==> src/rtl/crc_pkg.sv <==
package crc_pkg;

  localparam int unsigned PRESET_TEACH4 = 0;
  localparam int unsigned PRESET_CRC16  = 1;
  localparam int unsigned PRESET_CRC32  = 2;
  localparam int unsigned PRESET_CUSTOM = 3;

  function automatic int unsigned crc_width(input int unsigned preset,
                                            input int unsigned custom_w);
    case (preset)
      PRESET_TEACH4: return 4;
      PRESET_CRC16:  return 16;
      PRESET_CRC32:  return 32;
      default:       return custom_w;
    endcase
  endfunction

  // low coefficients of the divisor; the leading term is implied
  function automatic logic [63:0] crc_taps(input int unsigned preset,
                                           input logic [63:0] custom_taps);
    case (preset)
      PRESET_TEACH4: return 64'h3;
      PRESET_CRC16:  return 64'h8005;
      PRESET_CRC32:  return 64'h04C1_1DB7;
      default:       return custom_taps;
    endcase
  endfunction

  function automatic logic [63:0] crc_seed(input int unsigned preset,
                                           input logic [63:0] custom_seed);
    case (preset)
      PRESET_TEACH4: return 64'h0;
      PRESET_CRC16:  return 64'h0;
      PRESET_CRC32:  return 64'hFFFF_FFFF;
      default:       return custom_seed;
    endcase
  endfunction

endpackage

==> src/rtl/crc_rst_sync.sv <==
module crc_rst_sync (
  input  logic clk,
  input  logic rst_n_in,
  output logic rst_n_out
);
  logic [1:0] sync_q;
  logic [1:0] sync_d;

  always_comb sync_d = {sync_q[0], 1'b1};

  always_ff @(posedge clk or negedge rst_n_in) begin
    if (!rst_n_in) sync_q <= 2'b00;
    else           sync_q <= sync_d;
  end

  assign rst_n_out = sync_q[1];
endmodule

==> src/rtl/crc_div_step.sv <==
module crc_div_step #(
  parameter int unsigned W    = 4,
  parameter logic [W-1:0] TAPS = '0
) (
  input  logic [W-1:0] cur,
  input  logic         bit_in,
  output logic [W-1:0] nxt
);
  logic top_bit;
  assign top_bit = cur[W-1];

  for (genvar i = 0; i < W; i++) begin : g_bit
    logic shifted;
    if (i == 0) begin : g_lsb
      assign shifted = bit_in;
    end else begin : g_up
      assign shifted = cur[i-1];
    end
    if (TAPS[i]) begin : g_tap
      assign nxt[i] = shifted ^ top_bit;
    end else begin : g_pass
      assign nxt[i] = shifted;
    end
  end
endmodule

==> src/rtl/crc_state_reg.sv <==
module crc_state_reg #(
  parameter int unsigned W    = 4,
  parameter logic [W-1:0] SEED = '0
) (
  input  logic         clk,
  input  logic         rst_n,
  input  logic         load_seed,
  input  logic         shift_en,
  input  logic [W-1:0] shift_val,
  output logic [W-1:0] q
);
  logic [W-1:0] d;
  logic         en;

  always_comb begin
    en = load_seed | shift_en;
    d  = q;
    if (load_seed)     d = SEED;
    else if (shift_en) d = shift_val;
  end

  always_ff @(posedge clk or negedge rst_n) begin
    if (!rst_n)  q <= SEED;
    else if (en) q <= d;
  end


  seed_load_chk: assert property (@(posedge clk) disable iff (!rst_n)
    load_seed |=> (q == SEED));


  idle_hold_chk: assert property (@(posedge clk) disable iff (!rst_n)
    (!load_seed && !shift_en) |=> $stable(q));
endmodule

==> src/rtl/crc_zero_flag.sv <==
module crc_zero_flag #(
  parameter int unsigned W = 4
) (
  input  logic [W-1:0] vec,
  input  logic         enable,
  output logic         flag
);
  assign flag = enable && (vec == '0);
endmodule

==> src/rtl/serial_crc_unit.sv <==
module serial_crc_unit
  import crc_pkg::*;
#(
  parameter int unsigned  PRESET       = 0,
  parameter int unsigned  CUSTOM_WIDTH = 8,
  parameter logic [63:0]  CUSTOM_TAPS  = 64'h07,
  parameter logic [63:0]  CUSTOM_SEED  = 64'h0,
  localparam int unsigned CW = crc_width(PRESET, CUSTOM_WIDTH)
) (
  input  logic          clk,
  input  logic          rst_n,
  input  logic          init,
  input  logic          din,
  input  logic          din_valid,
  input  logic          mode_chk,
  output logic [CW-1:0] remainder,
  output logic          crc_ok
);
  localparam logic [63:0]   TAPS_ALL = crc_taps(PRESET, CUSTOM_TAPS);
  localparam logic [63:0]   SEED_ALL = crc_seed(PRESET, CUSTOM_SEED);
  localparam logic [CW-1:0] TAPS     = TAPS_ALL[CW-1:0];
  localparam logic [CW-1:0] SEED     = SEED_ALL[CW-1:0];

  logic          rst_sync_n;
  logic          shift_en;
  logic [CW-1:0] step_val;

  assign shift_en = din_valid & ~init;

  crc_rst_sync u_rst (
    .clk       (clk),
    .rst_n_in  (rst_n),
    .rst_n_out (rst_sync_n)
  );

  crc_div_step #(.W(CW), .TAPS(TAPS)) u_step (
    .cur    (remainder),
    .bit_in (din),
    .nxt    (step_val)
  );

  crc_state_reg #(.W(CW), .SEED(SEED)) u_reg (
    .clk       (clk),
    .rst_n     (rst_sync_n),
    .load_seed (init),
    .shift_en  (shift_en),
    .shift_val (step_val),
    .q         (remainder)
  );

  crc_zero_flag #(.W(CW)) u_zero (
    .vec    (remainder),
    .enable (mode_chk),
    .flag   (crc_ok)
  );


  shift_plain_chk: assert property (@(posedge clk) disable iff (!rst_sync_n)
    (shift_en && !remainder[CW-1]) |=>
      (remainder == {$past(remainder[CW-2:0]), $past(din)}));


  shift_reduce_chk: assert property (@(posedge clk) disable iff (!rst_sync_n)
    (shift_en && remainder[CW-1]) |=>
      (remainder == ({$past(remainder[CW-2:0]), $past(din)} ^ TAPS)));


  ok_zero_chk: assert property (@(posedge clk) disable iff (!rst_sync_n)
    crc_ok |-> (remainder == '0));


  gen_quiet_chk: assert property (@(posedge clk) disable iff (!rst_sync_n)
    !mode_chk |-> !crc_ok);
endmodule

==> config.mk <==
export PLATFORM = sky130hd
export DESIGN_NAME = serial_crc_unit
export DESIGN_NICKNAME = d
export VERILOG_FILES = /design/src/rtl/crc_pkg.sv /design/src/rtl/crc_rst_sync.sv /design/src/rtl/crc_div_step.sv /design/src/rtl/crc_state_reg.sv /design/src/rtl/crc_zero_flag.sv /design/src/rtl/serial_crc_unit.sv
export SDC_FILE = /design/constraint.sdc
export NUM_CORES = 1
export LEC_CHECK = 0
export BUFFER_PORTS_ARGS = -buffer_cell sky130_fd_sc_hd__buf_4
export CORE_AREA = 2 2 39 41
export CTS_CLUSTER_DIAMETER = 40
export CTS_CLUSTER_SIZE = 30
export DETAILED_ROUTE_END_ITERATION = 8
export DIE_AREA = 0 0 41 43
export GPL_ROUTABILITY_DRIVEN = 0
export PLACE_DENSITY = 0.48
export SLEW_MARGIN = 20
export SYNTH_ARGS = -nofsm -noshare
export SYNTH_HDL_FRONTEND = slang
export SYNTH_SLANG_ARGS = --single-unit
==> constraint.sdc <==
create_clock -name clk -period 1.03 [get_ports clk]
set_input_delay 0.0515 -clock clk [delete_from_list [all_inputs] [get_ports clk]]
set_output_delay 0.0515 -clock clk [all_outputs]
set_load 0.03 [all_outputs]
**After elaboration in Yosys (flattened, before gate mapping)**

Cells that the tools add are included.

- Order comparisons: 0
- Add/sub/neg operators: 0
- Multiplexer cells: 2
- Equality and inequality tests: 0
- Shift-type cells: 0
- Divide/modulo/power cells: 0
- Multiply operators: 0
- Reductions and logical operators: 4
- Bitwise logic cells: 5

Operator list:

| kind | number |
|---|---|
| $mux 4 | 2 |
| $logic_not 4->1 | 1 |
| $reduce_and 2->1 | 1 |
| $reduce_bool 2->1 | 1 |
| $xor 1x1->1 | 2 |
| $and 1x1->1 | 1 |
| $logic_and 1x1->1 | 1 |
| $not 1->1 | 1 |
| $or 1x1->1 | 1 |

- Output and inout bits: 5
- Input bits: 6
- Flip-flop bits (word level): 6
- RAM bits: 0
- Word-level logic and storage cells: 13
- Memories kept: 0
- Bits in latches: 0
- Memory bits (read-only): 0

**Depth between registers and ports, before layout**

- Word-level depth: 4
- Depth in mapped cells: 3
- Depth with buffers taken out: 2

**Hierarchy**

From an unflattened synthesis, not the netlist that was laid out.

- Cells, all modules: 23
- Area total of the unflattened synthesis: 279.0 µm²

By module, submodules not included:

| module | area each (µm²) | instances | seq. area each (µm²) | cells each |
|---|---|---|---|---|
| crc_state_reg | 160.2 | 1 | 100.1 | 13 |
| crc_rst_sync | 53.8 | 1 | 50.0 | 3 |
| crc_div_step | 32.5 | 1 | 0.0 | 4 |
| crc_zero_flag | 18.8 | 1 | 0.0 | 2 |
| serial_crc_unit | 13.8 | 1 | 0.0 | 1 |

**Worst setup path after synthesis**

Ideal clock, no wire load.

- Path kind: reg2out
- Start point: register u_reg.q[2]
- End point: output crc_ok
- Cell stages (with the launch flop): 3
- Data arrival time: 1.080 ns
- Setup slack: -0.102 ns
- Buffers on the path: 0
- Required time: 0.978 ns
- Cell sequence: dfrtp_1 -> nor4_1 -> and2_1

- Longest elaborated chain between the ends: 2

RTL lines:

| item | RTL line | source |
|---|---|---|
| start, declared | crc_state_reg.sv:10 | `output logic [W-1:0] q` |
| start signal, assigned | crc_state_reg.sv:23 | `if (!rst_n) q <= SEED;` |
| start signal, assigned | crc_state_reg.sv:24 | `else if (en) q <= d;` |
| $logic_not 4->1 | crc_zero_flag.sv:8 | `assign flag = enable && (vec == '0);` |
| $logic_and 1x1->1 | crc_zero_flag.sv:8 |  |
| end, declared | serial_crc_unit.sv:17 | `output logic crc_ok` |

No other way between the ends.

**Final worst setup path**

Same ends and word-level chain as after synthesis.

==> impl_metrics.env <==
export IMPL_die_w_um=41
export IMPL_pwr_share_comb_pct=19.8
export IMPL_antenna_found_initial=0
export IMPL_swShare_pct=25.22
export IMPL_clock_path_buffers=2
export IMPL_fin_cells=54
export IMPL_required_ps=980
export IMPL_path_clk_slew_ps=50
export IMPL_critical_path_class="flip-flop to output port"
export IMPL_drt_pass1_iterations=3
export IMPL_nNetsFinal=45
export IMPL_synthToLayoutAreaGrowth_pct=73.37
export IMPL_finalSetupViolations=1
export IMPL_drt_iter0_drc=2
export IMPL_diodes=0
export IMPL_route_detailed_drc=0
export IMPL_hold_class="input port to flip-flop"
export IMPL_syn_num_nets=26
export IMPL_cts_tree="yes"
export IMPL_power_density_nw_per_um2=1431
export IMPL_seq_area_frac_synth_pct=60.30
export IMPL_p_leak_nw=0.2002
export IMPL_grt_pass1_vias=202
export IMPL_num_vias=204
export IMPL_fin_crit_sh_pct=121.2
export IMPL_dieArea_um2=1763
export IMPL_n_fill_cell=153
export IMPL_holdPathEnd="u_reg.q[1]$_DFFE_PN0P_"
export IMPL_grt_pass1_wl_um=731
export IMPL_overflow=0
export IMPL_netlist_area_um2=249.0
export IMPL_place_inst=48
export IMPL_finish_utilization_pct=31.19
export IMPL_avgViaCountPerCell=3.778
export IMPL_syn_avg_cell_area_um2=12.45
export IMPL_cts_sinks=6
export IMPL_worstPathMaxFanout=2
export IMPL_min_from="din_valid"
export IMPL_intPower_w=0.0004618
export IMPL_finalHoldViolCount=0
export IMPL_multiInputGateArea_um2=102.6
export IMPL_ant_nets=0
export IMPL_clock_skew_ps=8.196
export IMPL_irDropWorstVdd_mv=0.5004
export IMPL_ys_ff_latch=6
export IMPL_clockRootBuffer="clkbuf_4"
export IMPL_placementRows=14
export IMPL_start_util_pct=17.99
export IMPL_timing_fmax_ghz=0.8010
export IMPL_drt_total_wl_um=513
export IMPL_synth_cell_type_count=9
export IMPL_seqPwrFrac_pct=41.8
export IMPL_core_area_um2=1384
export IMPL_reg2reg_depth=3
export IMPL_track_usage_pct=6.572
export IMPL_report_final_slew_viol_count=0
export IMPL_fin_tns_setup_ps=-218.4
export IMPL_p_switching_w=0.0001558
export IMPL_max_cap_viol_count=0
export IMPL_cp_arrival_ps=1200
export IMPL_ys_warn_count=0
export IMPL_cts_made_buffers=3
export IMPL_violations="setup timing"
export IMPL_rsz0062_at_grt="yes"
export IMPL_worstHoldPathCells=2
export IMPL_io_pins=11
export IMPL_timing_rr_end="u_reg.q[1]$_DFFE_PN0P_"
export IMPL_wire_per_inst_um=9.500
export IMPL_drive_gt1_share_pct=60.53
export IMPL_end_kind="output port"
export IMPL_dpl_worst_slack_ps=-12.83
export IMPL_layout_setup_ws_ps=-218.4
export IMPL_regArea_um2=153.9
export IMPL_status="finished, violations left"
export IMPL_holdWs_ps=30.98
export IMPL_worst_skew_pair_late_latency_ps=250
export IMPL_htreeDepth=1
export IMPL_finalCriticalPeriod_ps=1248
export IMPL_grt_start_max_net_pins=7
export IMPL_io_buffers=10
export IMPL_synthCells=20
export IMPL_die_height_um=43
export IMPL_reg2reg_slack_ps=60
export IMPL_power_frac_clock_pct=38.4
export IMPL_start_kind="flip-flop"
export IMPL_r2r_start="u_reg.q[0]$_DFFE_PN0P_"
==> critical path: stages, from the launching register on <==
cell and delay, ps:
dfrtp_2 400, nor4_2 270, and2_4 170, buf_6 120
==> registers in the layout (all words and copies together) (netlist names) <==
name / cells
u_reg.q: 4
u_rst.sync_q: 2
==> how the worst max path moves through the flow <==
stage | depth (start not counted) | to | slack [ps] | startpoint
3_5_place_dp | 3 | crc_ok | -10 | u_reg.q[2]$_DFFE_PN0P_
6_report | 3 | crc_ok | -220 | u_reg.q[2]$_DFFE_PN0P_
2_1_floorplan | 2 | crc_ok | 7 | u_reg.q[2]$_DFFE_PN0P_
5_1_grt | 3 | crc_ok | -270 | u_reg.q[1]$_DFFE_PN0P_
4_1_cts | 3 | crc_ok | -220 | u_reg.q[1]$_DFFE_PN0P_
3_3_place_gp | 3 | crc_ok | -8 | u_reg.q[2]$_DFFE_PN0P_
==> synthesized netlist by cell type <==
| master | n | area [µm²] |
|---|---|---|
| and2_1 | 1 | 6.260 |
| nor2_1 | 4 | 15.01 |
| nor4_1 | 1 | 6.260 |
| mux2i_1 | 2 | 20.02 |
| a211oi_2 | 2 | 25.02 |
| xnor2_1 | 2 | 17.52 |
| dfrtp_1 | 6 | 150.1 |
| buf_2 | 1 | 5.000 |
| conb_1 | 1 | 3.750 |
==> cells by family after synthesis <==
| family | synth area share, % |
|---|---|
| DFF | 60.30 |
| muxes | 8.041 |
| AOI/OAI and AO/OA | 10.05 |
| other | 1.506 |
| xor gates and xnor gates | 7.036 |
| and+or+nand+nor | 11.06 |
| buffers and inverters | 2.008 |
==> per-layer routing <==
layer | GRT usage, % | part of all wire (%)
met4 | 6.000 | 0
met3 | 3.141 | 11
met5 | 0 | 0
met2 | 10.31 | 51
met1 | 5.592 | 38
==> power by group through the flow <==
stage          combinational [W]  clock (W)  sequential [W]
2_1_floorplan          0.0000407          0        0.000278
3_3_place_gp            0.000106          0        0.000261
3_5_place_dp            0.000109          0        0.000261
4_1_cts                 0.000120   0.000252        0.000258
5_1_grt                 0.000131   0.000260        0.000259
6_report                0.000122   0.000237        0.000258
==> area by class of cell <==
cell class | count | area share, %
Clock buffer | 4 | 6.087
Multi-Input combinational cell | 13 | 23.77
Sequential cell | 6 | 35.65
Tap cell | 16 | 4.638
Timing Repair Buffer | 15 | 29.86
==> metrics by stage <==
stage          cell area [µm²]  total power (W)
2_1_floorplan            255.2        0.0003188
3_3_place_gp             367.9        0.0003668
3_5_place_dp             367.9        0.0003697
4_1_cts                  424.2        0.0006302
5_1_grt                  431.7        0.0006510
6_report                 431.7        0.0006176
==> layout by cell type (no fill, tap or decap), drive strengths merged <==
master       Yosys  layout
a211oi           2       2
and2             1       1
buf              1      13
clkbuf           0       4
conb             1       1
dfrtp            6       6
dlygate4sd3      0       2
mux2i            2       2
nor2             4       4
nor4             1       1
xnor2            2       2
==> repair_timing <==
item,in CTS,in global routing
hold buffers,2,0
endpoints found under the hold margin,5,0
setup buffers,0,0
pin swaps,1,1
setup endpoints to repair,1,3
gates resized for setup,2,2
Power figures use the tool's default switching activity.
